[config.mk]
export PLATFORM = sky130hd
export DESIGN_NAME = dcec_status
export DESIGN_NICKNAME = d
export VERILOG_FILES = /design/src/rtl/dcec_pkg.sv /design/src/rtl/dcec_status.sv
export SDC_FILE = /design/constraint.sdc
export NUM_CORES = 1
export LEC_CHECK = 0
export ABC_CLOCK_PERIOD_IN_PS = 1930
export BUFFER_PORTS_ARGS = -buffer_cell sky130_fd_sc_hd__buf_2
export CORE_MARGIN = 2
export CORE_UTILIZATION = 30
export CTS_CLUSTER_DIAMETER = 150
export DETAILED_ROUTE_END_ITERATION = 10
export SLEW_MARGIN = 40
export SYNTH_ARGS = -nofsm -noshare
export SYNTH_HDL_FRONTEND = slang
export SYNTH_SLANG_ARGS = --single-unit
export TNS_END_PERCENT = 10
[constraint.sdc]
create_clock -name clk -period 1.93 [get_ports clk]
set_input_delay 0.386 -clock clk [delete_from_list [all_inputs] [get_ports clk]]
set_output_delay 0.386 -clock clk [all_outputs]
set_load 0.005 [all_outputs]
[src/rtl/dcec_pkg.sv]
package dcec_pkg;
  localparam int CAUSE_W  = 9;
  localparam int C_SADDR  = 0;
  localparam int C_DADDR  = 1;
  localparam int C_SOFF   = 2;
  localparam int C_DOFF   = 3;
  localparam int C_NBYTES = 4;
  localparam int C_SSIZE  = 5;
  localparam int C_DSIZE  = 6;
  localparam int C_RDBUS  = 7;
  localparam int C_WRBUS  = 8;
  typedef logic [CAUSE_W-1:0] cause_t;
endpackage

[src/rtl/dcec_status.sv]
module dcec_status
  import dcec_pkg::*;
#(
  parameter int CH_W = 4
) (
  input  logic            clk,
  input  logic            rst_n,
  input  logic            clr,
  input  logic            desc_hit,
  input  logic [CH_W-1:0] desc_chan,
  input  cause_t          desc_cause,
  input  logic            rd_err,
  input  logic            wr_err,
  input  logic [CH_W-1:0] bus_chan,
  output logic            err_valid,
  output logic [CH_W-1:0] err_chan,
  output cause_t          err_cause
);
  logic            load_en;
  logic            valid_d;
  logic [CH_W-1:0] chan_d;
  cause_t          cause_d;
  logic            bus_hit;

  assign bus_hit = rd_err || wr_err;

  always_comb begin
    load_en = 1'b0;
    valid_d = err_valid;
    chan_d  = err_chan;
    cause_d = err_cause;
    if (bus_hit) begin
      load_en          = 1'b1;
      valid_d          = 1'b1;
      chan_d           = bus_chan;
      cause_d          = '0;
      cause_d[C_RDBUS] = rd_err;
      cause_d[C_WRBUS] = wr_err;
    end else if (desc_hit) begin
      load_en = 1'b1;
      valid_d = 1'b1;
      chan_d  = desc_chan;
      cause_d = desc_cause;
    end else if (clr) begin
      load_en = 1'b1;
      valid_d = 1'b0;
      chan_d  = '0;
      cause_d = '0;
    end
  end

  always_ff @(posedge clk or negedge rst_n) begin
    if (!rst_n) begin
      err_valid <= 1'b0;
      err_chan  <= '0;
      err_cause <= '0;
    end else if (load_en) begin
      err_valid <= valid_d;
      err_chan  <= chan_d;
      err_cause <= cause_d;
    end
  end

  p_sticky_r10: assert property (@(posedge clk) disable iff (!rst_n)
    err_valid && !clr |=> err_valid);

  p_clear_r10: assert property (@(posedge clk) disable iff (!rst_n)
    clr && !bus_hit && !desc_hit |=> !err_valid && err_cause == '0 && err_chan == '0);

  p_bus_rec_r7: assert property (@(posedge clk) disable iff (!rst_n)
    bus_hit |=> err_valid && err_chan == $past(bus_chan)
            && err_cause[C_RDBUS] == $past(rd_err) && err_cause[C_WRBUS] == $past(wr_err));

  p_bus_prio_r8: assert property (@(posedge clk) disable iff (!rst_n)
    bus_hit && desc_hit |=> err_cause[C_DSIZE:0] == '0);

  p_clr_loses_r11: assert property (@(posedge clk) disable iff (!rst_n)
    clr && (bus_hit || desc_hit) |=> err_valid);

  p_quiet_r12: assert property (@(posedge clk) disable iff (!rst_n)
    !bus_hit && !desc_hit && !clr |=> $stable(err_valid) && $stable(err_chan) && $stable(err_cause));
endmodule

* Word-level counts from Yosys, hierarchy flattened
Cells that the tools add are included.
Operators by class: muxes and demuxes 12, reduce and logical (&&, ||, !) cells 3
Operators by type and width (count):
- 9-bit 2-to-1 mux | 3
- 4-bit 2-to-1 mux | 3
- 1-bit 2-to-1 mux | 6
- 3-bit nonzero test | 1
- 2-bit AND reduction | 1
- 1-bit logical OR | 1
Word-level totals: register bits after elaboration 14, input bits 23, output and inout port bits 14, logic and storage cells 18

* Longest topological paths before layout
Gate-level depths: netlist (run 1).
depth in word-level cells 4, depth in mapped cells 4, gate-level depth less buffers 2

* Worst setup path after synthesis (run 1)
Ideal clock, no wire load.
path kind input to register, from input port wr_err, to register err_valid, setup time 124 ps, arrival 1107 ps, required time 1806 ps, slack 699 ps, cell stages on the path 4, buffers on the path 2, cells stage by stage buf_4 > or2_1 > buf_6 > a211o_1
On the way: word-level cells in the longest chain between the ends 3, elaborated cells between the ends (all ways) 5, classes of those cells mux (2); reduce/logical (3)
Ends and longest elaborated chain:
- start, declared | line dcec_status.sv:13 | input logic wr_err,
- 1-bit logical OR * | line dcec_status.sv:25 | assign bus_hit = rd_err || wr_err;
- 3-bit nonzero test (no source line) / 1-bit 2-to-1 mux (equally long branches)
- 2-bit AND reduction (no source line)
- end signal, assigned | line dcec_status.sv:58 | err_valid <= valid_d;
- end, declared | line dcec_status.sv:15 | output logic err_valid,
Mark *: on every way between the ends. The rest lies on a longest branch, timed or not. A chain may end at the register's enable or synchronous reset.

* Worst setup path in the final report (run 1)
from register err_chan[3], to output port err_chan[3]
RTL lines:
- start, declared | line dcec_status.sv:16 | output logic [CH_W-1:0] err_chan,
- start signal, assigned | line dcec_status.sv:59 | err_chan <= chan_d;
No word-level cell between the ends.

==> run metrics, run 1 <==
CP delay by family, top=flip-flops; arrival time at the worst endpoint=0.79 ns; Setup Skew=0 ns; Post-synth EDFFs=0; first-pass GRT wire length=2449 µm; net count after synthesis=86; fillers=221; Final #Nets=122; post_cts resized=0; Rel. slew slack=73.69%; setup slack after layout=0.7518 ns; Top Ports=37; top cell type's share of synthesized area=50.72%; Rows=17; DRT iter0 DRCs=5; cell count after synthesis=63; outcome=finished clean; DR vias/cell=4.712; Clock Sinks=14; Antenna Cells=0; area of the multi-input gates=281.5 µm²; Die Y=51.98 µm; CTS Buf Count=3; Final ANT Viol Nets=0; worst skew pair latency=0.27 ns; flops & latches, synth=14; H-tree depth=1; crit-path max FO=2; register area=350.3 µm²; CP max stage cell=dfrtp_1; Buf/Inv on CP=1; Synth Flop Type=dfrtp_1; setup TNS=0 ns; die area=0.002702 mm²; Worst EP required=1.54 ns; CTS tree=yes; Cell Chain, Critical Path=buf_2; drt first pass iters=4; antenna violations before repair=0; Final setup violation count=0; top-count cell post-synth=dfrtp_1; Slew Viols, Final=0; pre-CTS WS=0.5419 ns; Yosys top cell by area=dfrtp_1; Max Cap Viol=0; synthesized area=690.7 µm²; layout cells sized above 1=43.30%; core area=0.002191 mm²; worst vdd ir=0.2429 mV; GPL Wtd Cong=0.7170; warnings from Yosys=0; Final min period=1.178 ns; Post-Syn Area per Cell=10.96 µm²; startpoint class of the critical path=flop; final WL=1546 µm; CTS Hold Bufs=1; number of buffers on the longest clock path=2; total vias in the final route=589; Tot GR Track Use=12.45%; vias in the first global route=516; root buffer cell=clkbuf_4; Synth cell types=19; RSZ-0062 raised after global routing=false; dpl hpwl=1157 µm; Fin. Hold Viols=0; clock-pin slew on the worst setup and hold paths=0.08 ns; drt drc=0; worst hold path class=input pin to flop; Pwr Density=636.7 mW/mm²; Slew @ Worst Pin=0.3946 ns; CP max stage delay=0.39 ns; sequential element share of the synthesized area=50.72%; commonest cells in the netlist=dfrtp_1, nand2_1, or3b_1, a21oi_1; asr flop ratio synth=100.0%; Crit. End Element=output port; Routed wire per std cell=12.37 µm; Leak=0.4234 nW; Initial Util=31.52%; top cells by area, synth=dfrtp_1, or3b_1, a21oi_1; largest net degree at the start of global routing=28; period utilization=61.05%; Buffers on Ports=36; Post CTS Setup Buffer Count=0; GRT overflow=0; Die X=51.98 µm; FMAX=848.8 MHz; area grow syn2layout=28.44%; Worst Path Class, Setup=flop to output port
-- cell usage in the layout, fill, tap and decap left out --
cell type,count
or2_1,1
or3b_1,8
or3b_2,3
nor2_1,1
a311o_1,1
o211ai_1,1
a2bb2oi_1,4
nand2_1,8
a211oi_1,4
dfrtp_1,14
buf_2,36
a211o_1,1
a21oi_1,7
inv_1,2
or4b_1,1
dlygate4sd3_1,1
clkbuf_4,3
nor4b_1,1
-- stage by stage --
step / utilization [%] / hold WS (ns) / power [mW] / instances / instance area, µm²
final: 40.49 / 0.3511 / 0.5648 / 125 / 887.1
after global routing: 40.49 / 0.3485 / 0.6020 / 125 / 887.1
after CTS: 40.49 / 0.3452 / 0.5777 / 125 / 887.1
after detailed placement: 39.01 / 0.3019 / 0.4133 / 121 / 854.6
after global placement: 39.01 / 0.3038 / 0.4116 / 121 / 854.6
after floorplan: - / 0.09041 / 0.3692 / 63 / 690.7
-- final cells by class --
class                   count  area share (%)
flip-flops and latches     14           39.49
multi-input cells          41           31.73
repair buffers             37           21.44
well taps                  28           3.949
clock buffers               3           2.539
inverters                   2          0.8463
-- where the power goes --
group	leakage, nW	total, mW	internal (mW)	switching, mW
logic	0.236	0.0923	0.0465	0.0458
clock network	0.0138	0.158	0.0721	0.0855
registers	0.174	0.315	0.308	0.00687
total	0.423	0.565	0.427	0.138
-- cell families (layout without fill, tap and decap cells) --
family / after synthesis / in the layout / share of synthesized area, %
flops: 14 / 14 / 50.73
compound gates: 18 / 18 / 18.30
buf+inv: 8 / 42 / 8.514
simple gates: 23 / 23 / 22.47
-- final timing paths --
| path | startpoint | end | slack, ns | cells past startpoint |
|---|---|---|---|---|
| worst max-delay path | err_chan[3] | err_chan[3] | 0.75 | 1 |
| worst min-delay path | desc_cause[6] | err_cause[6] | 0.35 | 3 |
| worst max register to register | err_chan[3] | err_chan[3] | 0.87 | 2 |
| worst min register to register | err_valid | err_valid | 0.50 | 1 |
| max in group asynchronous | rst_n | err_chan[1] | 1.16 | 2 |
| min in group asynchronous | rst_n | err_valid | 0.53 | 2 |
-- routing by layer --
metal  vias to the layer above  track usage, %  part of all wire (%)
met1                       267           16.40                    44
met2                        19           18.57                    48
met3                         2           3.161                   6.9
met4                         0           6.579                   1.1
li1                        301               -                     -
met5                         -               0                     0
-- flip-flops by register name (all words and copies together) (netlist names) --
signal	count
err_valid	1
err_cause	9
err_chan	4
Note: power is estimated with default switching activity, not from simulation.
==> run 2: changes to the inputs <==
- ABC_CLOCK_PERIOD_IN_PS: 1930 -> 1200
- clock period: 1.93 -> 1.2 ns (I/O delays scaled with it)
==> run metrics, run 2 (synthesis results as in run 1) <==
DRT iter0 DRCs=12; Flop pwr share=50.4%; GPL Wtd Cong=0.7138; Die Y=51.98 µm; number of buffers on the longest clock path=2; CP max stage cell=dfrtp_1; DR vias/cell=4.868; Logic pwr share=15.5%; area grow syn2layout=33.70%; Top Ports=37; Slew Viols, Final=0; Buf/Inv on CP=1; fillers=219; layout cells sized above 1=45.54%; crit-path max FO=2; clock share of power=34.0%; vias in the first global route=582; core area=0.002191 mm²; drt drc=0; Routed wire per std cell=12.12 µm; arrival time at the worst endpoint=0.81 ns; period utilization=87.56%; Final #Nets=125; Top reg by flops=err_cause; worst hold path class=input pin to flop; Sw Ratio=24.17%; FMAX=951.7 MHz; CP delay by family, top=flip-flops; register area=350.3 µm²; outcome=finished clean; dpl hpwl=1118 µm; Clock Sinks=14; Final setup violation count=0; RSZ-0062 raised after global routing=false; Cells after DPL=124; worst vdd ir=0.4541 mV; Final Instance Area=923.4 µm²; Crit. End Element=output port; CP max stage delay=0.40 ns; first-pass GRT wire length=2628 µm; Pwr Density=1086 mW/mm²; most frequent cells in the layout=buf_2, dfrtp_1, nand2_1, or3b_1, a21oi_1; WHS Path Cells=3; Antenna Cells=0; Max Cap Viol=0; GRT overflow=0; Die X=51.98 µm; R2R cell count=2; antenna violations before repair=0; post_cts resized=0; Leak=0.4447 nW; Internal Power=0.7605 mW; Buffers on Ports=36; worst skew pair latency=0.28 ns; drt first pass iters=4; root buffer cell=clkbuf_4; setup TNS=0 ns; Rel. slew slack=75.83%; H-tree depth=1; die area=0.002702 mm²; area of the multi-input gates=281.5 µm²; Initial Util=31.52%; final WL=1563 µm; CTS Buf Count=3; Critical Path Stages=1; Worst Path Class, Setup=flop to output port; Cell Chain, Critical Path=buf_2; CTS tree=yes; Slew @ Worst Pin=0.3625 ns; sw power=0.2424 mW; largest net degree at the start of global routing=26; Tot GR Track Use=13.25%; max reg flops=9; startpoint class of the critical path=flop; Top Registers=err_cause (9), err_chan (4), err_valid (1); Final min period=1.051 ns; Post CTS Setup Buffer Count=0; Rows=17; setup slack after layout=0.1492 ns; commonest non-fill, non-tap cell in the layout=buf_2; Post-Layout Cell Count=129; Setup Skew=0 ns; Worst Hold Margin=0.1949 ns; total vias in the final route=628; pre-CTS WS=-0.01498 ns; clock-pin slew on the worst setup and hold paths=0.09 ns; Final ANT Viol Nets=0; Placed Area=877.1 µm²; Worst EP required=0.96 ns; Fin. Hold Viols=0
## run 2: changes by cell type in the layout (fill, tap and decap cells not counted), sizes merged
cell    delta
clkbuf     +1
buf        +3
## run 2: through the flow
stage | power (mW) | utilization (%)
after global placement | 0.6699 | 40.03
after CTS | 1.025 | 42.15
after detailed placement | 0.6708 | 40.03
after floorplan | 0.5939 | -
final | 1.003 | 42.15
after global routing | 1.070 | 42.15
## run 2: final cells by class
type / count / share of cell area, %
well taps: 28 / 3.794
repair buffers: 40 / 23.04
multi-input cells: 41 / 30.49
clock buffers: 4 / 3.930
flip-flops and latches: 14 / 37.94
inverters: 2 / 0.8130
## run 2: power groups by stage
stage	sequential [mW]	clock, mW	combinational [mW]
after CTS	0.506	0.360	0.158
after floorplan	0.517	0	0.0765
after detailed placement	0.515	0	0.155
after global placement	0.516	0	0.154
final	0.506	0.341	0.156
after global routing	0.509	0.385	0.176
## run 2: timing repair
action,4_1_cts,5_1_grt
hold endpoints to repair,14,0
setup endpoints to repair,0,0
hold buffers,1,0
## run 2: path summary, 6_finish.rpt
kind                               startpoint            to  slack, ns
min in group asynchronous               rst_n  err_cause[0]       0.38
worst min-delay path            desc_cause[0]  err_cause[0]       0.19
worst max register to register    err_chan[3]   err_chan[3]       0.18
worst min register to register      err_valid     err_valid       0.54
worst max-delay path                err_valid     err_valid       0.15
max in group asynchronous               rst_n     err_valid       0.58
## run 2: routing by layer
metal,vias to the layer above,global-route usage [%],share of wire [%]
li1,306,-,-
met5,-,0,0
met1,298,18.99,48
met4,0,7.895,0
met3,0,2.874,5.5
met2,24,17.93,46
==> run 3: changes to the inputs <==
- CORE_UTILIZATION: 30 -> 40
- PLACE_DENSITY: default -> 0.73
==> run metrics, run 3 (synthesis results as in run 1) <==
outcome=finished clean; GRT overflow=0; GPL Wtd Cong=0.7085; total vias in the final route=606; RSZ-0062 raised after global routing=false; Routed wire per std cell=13.03 µm; Rel. slew slack=76.99%; Max Cap Viol=0; area grow syn2layout=28.62%; clock-pin slew on the worst setup and hold paths=0.08 ns; CTS Buf Count=3; Rows=15; DR vias/cell=5.224; max reg flops=9; met3 usage=2.778%; first-pass GRT wire length=2283 µm; pre-CTS WS=-0.01601 ns; Buf/Inv on CP=0; Global Route met1 Usage=20.65%; core area=0.001670 mm²; arrival time at the worst endpoint=1.24 ns; crit-path max FO=2; area of the multi-input gates=281.5 µm²; Cell Chain, Critical Path=or3b_2, a2bb2oi_1; Final min period=1.044 ns; CTS Hold Bufs=1; startpoint class of the critical path=flop; post_cts resized=0; setup slack after layout=0.1564 ns; root buffer cell=clkbuf_4; Die Y=45.56 µm; met2 Track Usage GR=22.82%; Critical Path Stages=2; register area=350.3 µm²; CP delay by family, top=simple AND/OR/NAND/NOR gates; final WL=1512 µm; largest net degree at the start of global routing=25; most frequent cells in the layout=buf_2, dfrtp_1, nand2_1, or3b_1, a21oi_1; setup TNS=0 ns; Pwr Density=1027 mW/mm²; Slew Viols, Final=0; drt first pass iters=3; commonest non-fill, non-tap cell in the layout=buf_2; period utilization=86.96%; worst skew pair latency=0.27 ns; Leak=0.4327 nW; Buffers on Ports=36; Clock Sinks=14; Initial Util=41.35%; Post CTS Setup Buffer Count=0; FMAX=958.2 MHz; CTS tree=yes; Final ANT Viol Nets=0; drt drc=0; Crit. End Element=flop; worst vdd ir=0.5227 mV; Top reg by flops=err_cause; WHS Path Cells=3; fillers=163; worst hold path class=input pin to flop; Setup Skew=0 ns; CP max stage cell=or3b_2; Final setup violation count=0; GR peak layer=met2; DRT iter0 DRCs=11; Slew @ Worst Pin=0.3452 ns; Top Registers=err_cause (9), err_chan (4), err_valid (1); Fin. Hold Viols=0; layout cells sized above 1=44.44%; CP max stage delay=0.44 ns; Worst EP required=1.40 ns; Die X=45.56 µm; Final #Nets=124; R2R cell count=2; Worst Path Class, Setup=flop to flop; Worst Hold Margin=0.1998 ns; Tot GR Track Use=15.24%; die area=0.002075 mm²; vias in the first global route=544; number of buffers on the longest clock path=2; dpl hpwl=1120 µm; Antenna Cells=0; Top Ports=37; H-tree depth=1; antenna violations before repair=0
==> run 3: layout make-up <==
type,count,area share [%]
flip-flops and latches,14,39.44
multi-input cells,41,31.69
repair buffers,39,23.10
clock buffers,3,2.535
well taps,17,2.394
inverters,2,0.8451
==> run 3: per-stage QoR <==
step / std cells / instance area, µm² / power [mW] / utilization (%)
finish: 116 / 888.4 / 0.9127 / 53.18
global route: 116 / 888.4 / 0.9612 / 53.18
CTS: 116 / 888.4 / 0.9230 / 53.18
detailed placement: 112 / 855.8 / 0.6673 / 51.24
global placement: 112 / 855.8 / 0.6641 / 51.24
floorplan: 63 / 690.7 / 0.5939 / -
==> run 3: path summary, 6_finish.rpt <==
| kind | startpoint | slack, ns | endpoint |
|---|---|---|---|
| min in group asynchronous | rst_n | 0.38 | err_cause[3] |
| setup reg to reg | err_chan[2] | 0.16 | err_chan[2] |
| max in group asynchronous | rst_n | 0.58 | err_cause[1] |
| hold / removal | desc_cause[3] | 0.20 | err_cause[3] |
| setup / recovery | err_chan[2] | 0.16 | err_chan[2] |
| hold reg to reg | err_valid | 0.51 | err_valid |
==> run 3: tightest hold or removal path: stages <==
cell and delay, ns:
buf_2 0.10, nand2_1 0.05, a21oi_1 0.05
==> run 3: routing by layer <==
metal  part of all wire [%]  vias up
met5                      0        -
met4                   0.93        0
met3                    4.7        2
met2                     49       21
met1                     46      282
li1                       -      301
==> run 3: power by group <==
group | switching [mW] | internal [mW] | total, mW
clock | 0.136 | 0.116 | 0.252
combinational | 0.0752 | 0.0789 | 0.154
sequential | 0.0109 | 0.495 | 0.506
total | 0.222 | 0.690 | 0.913
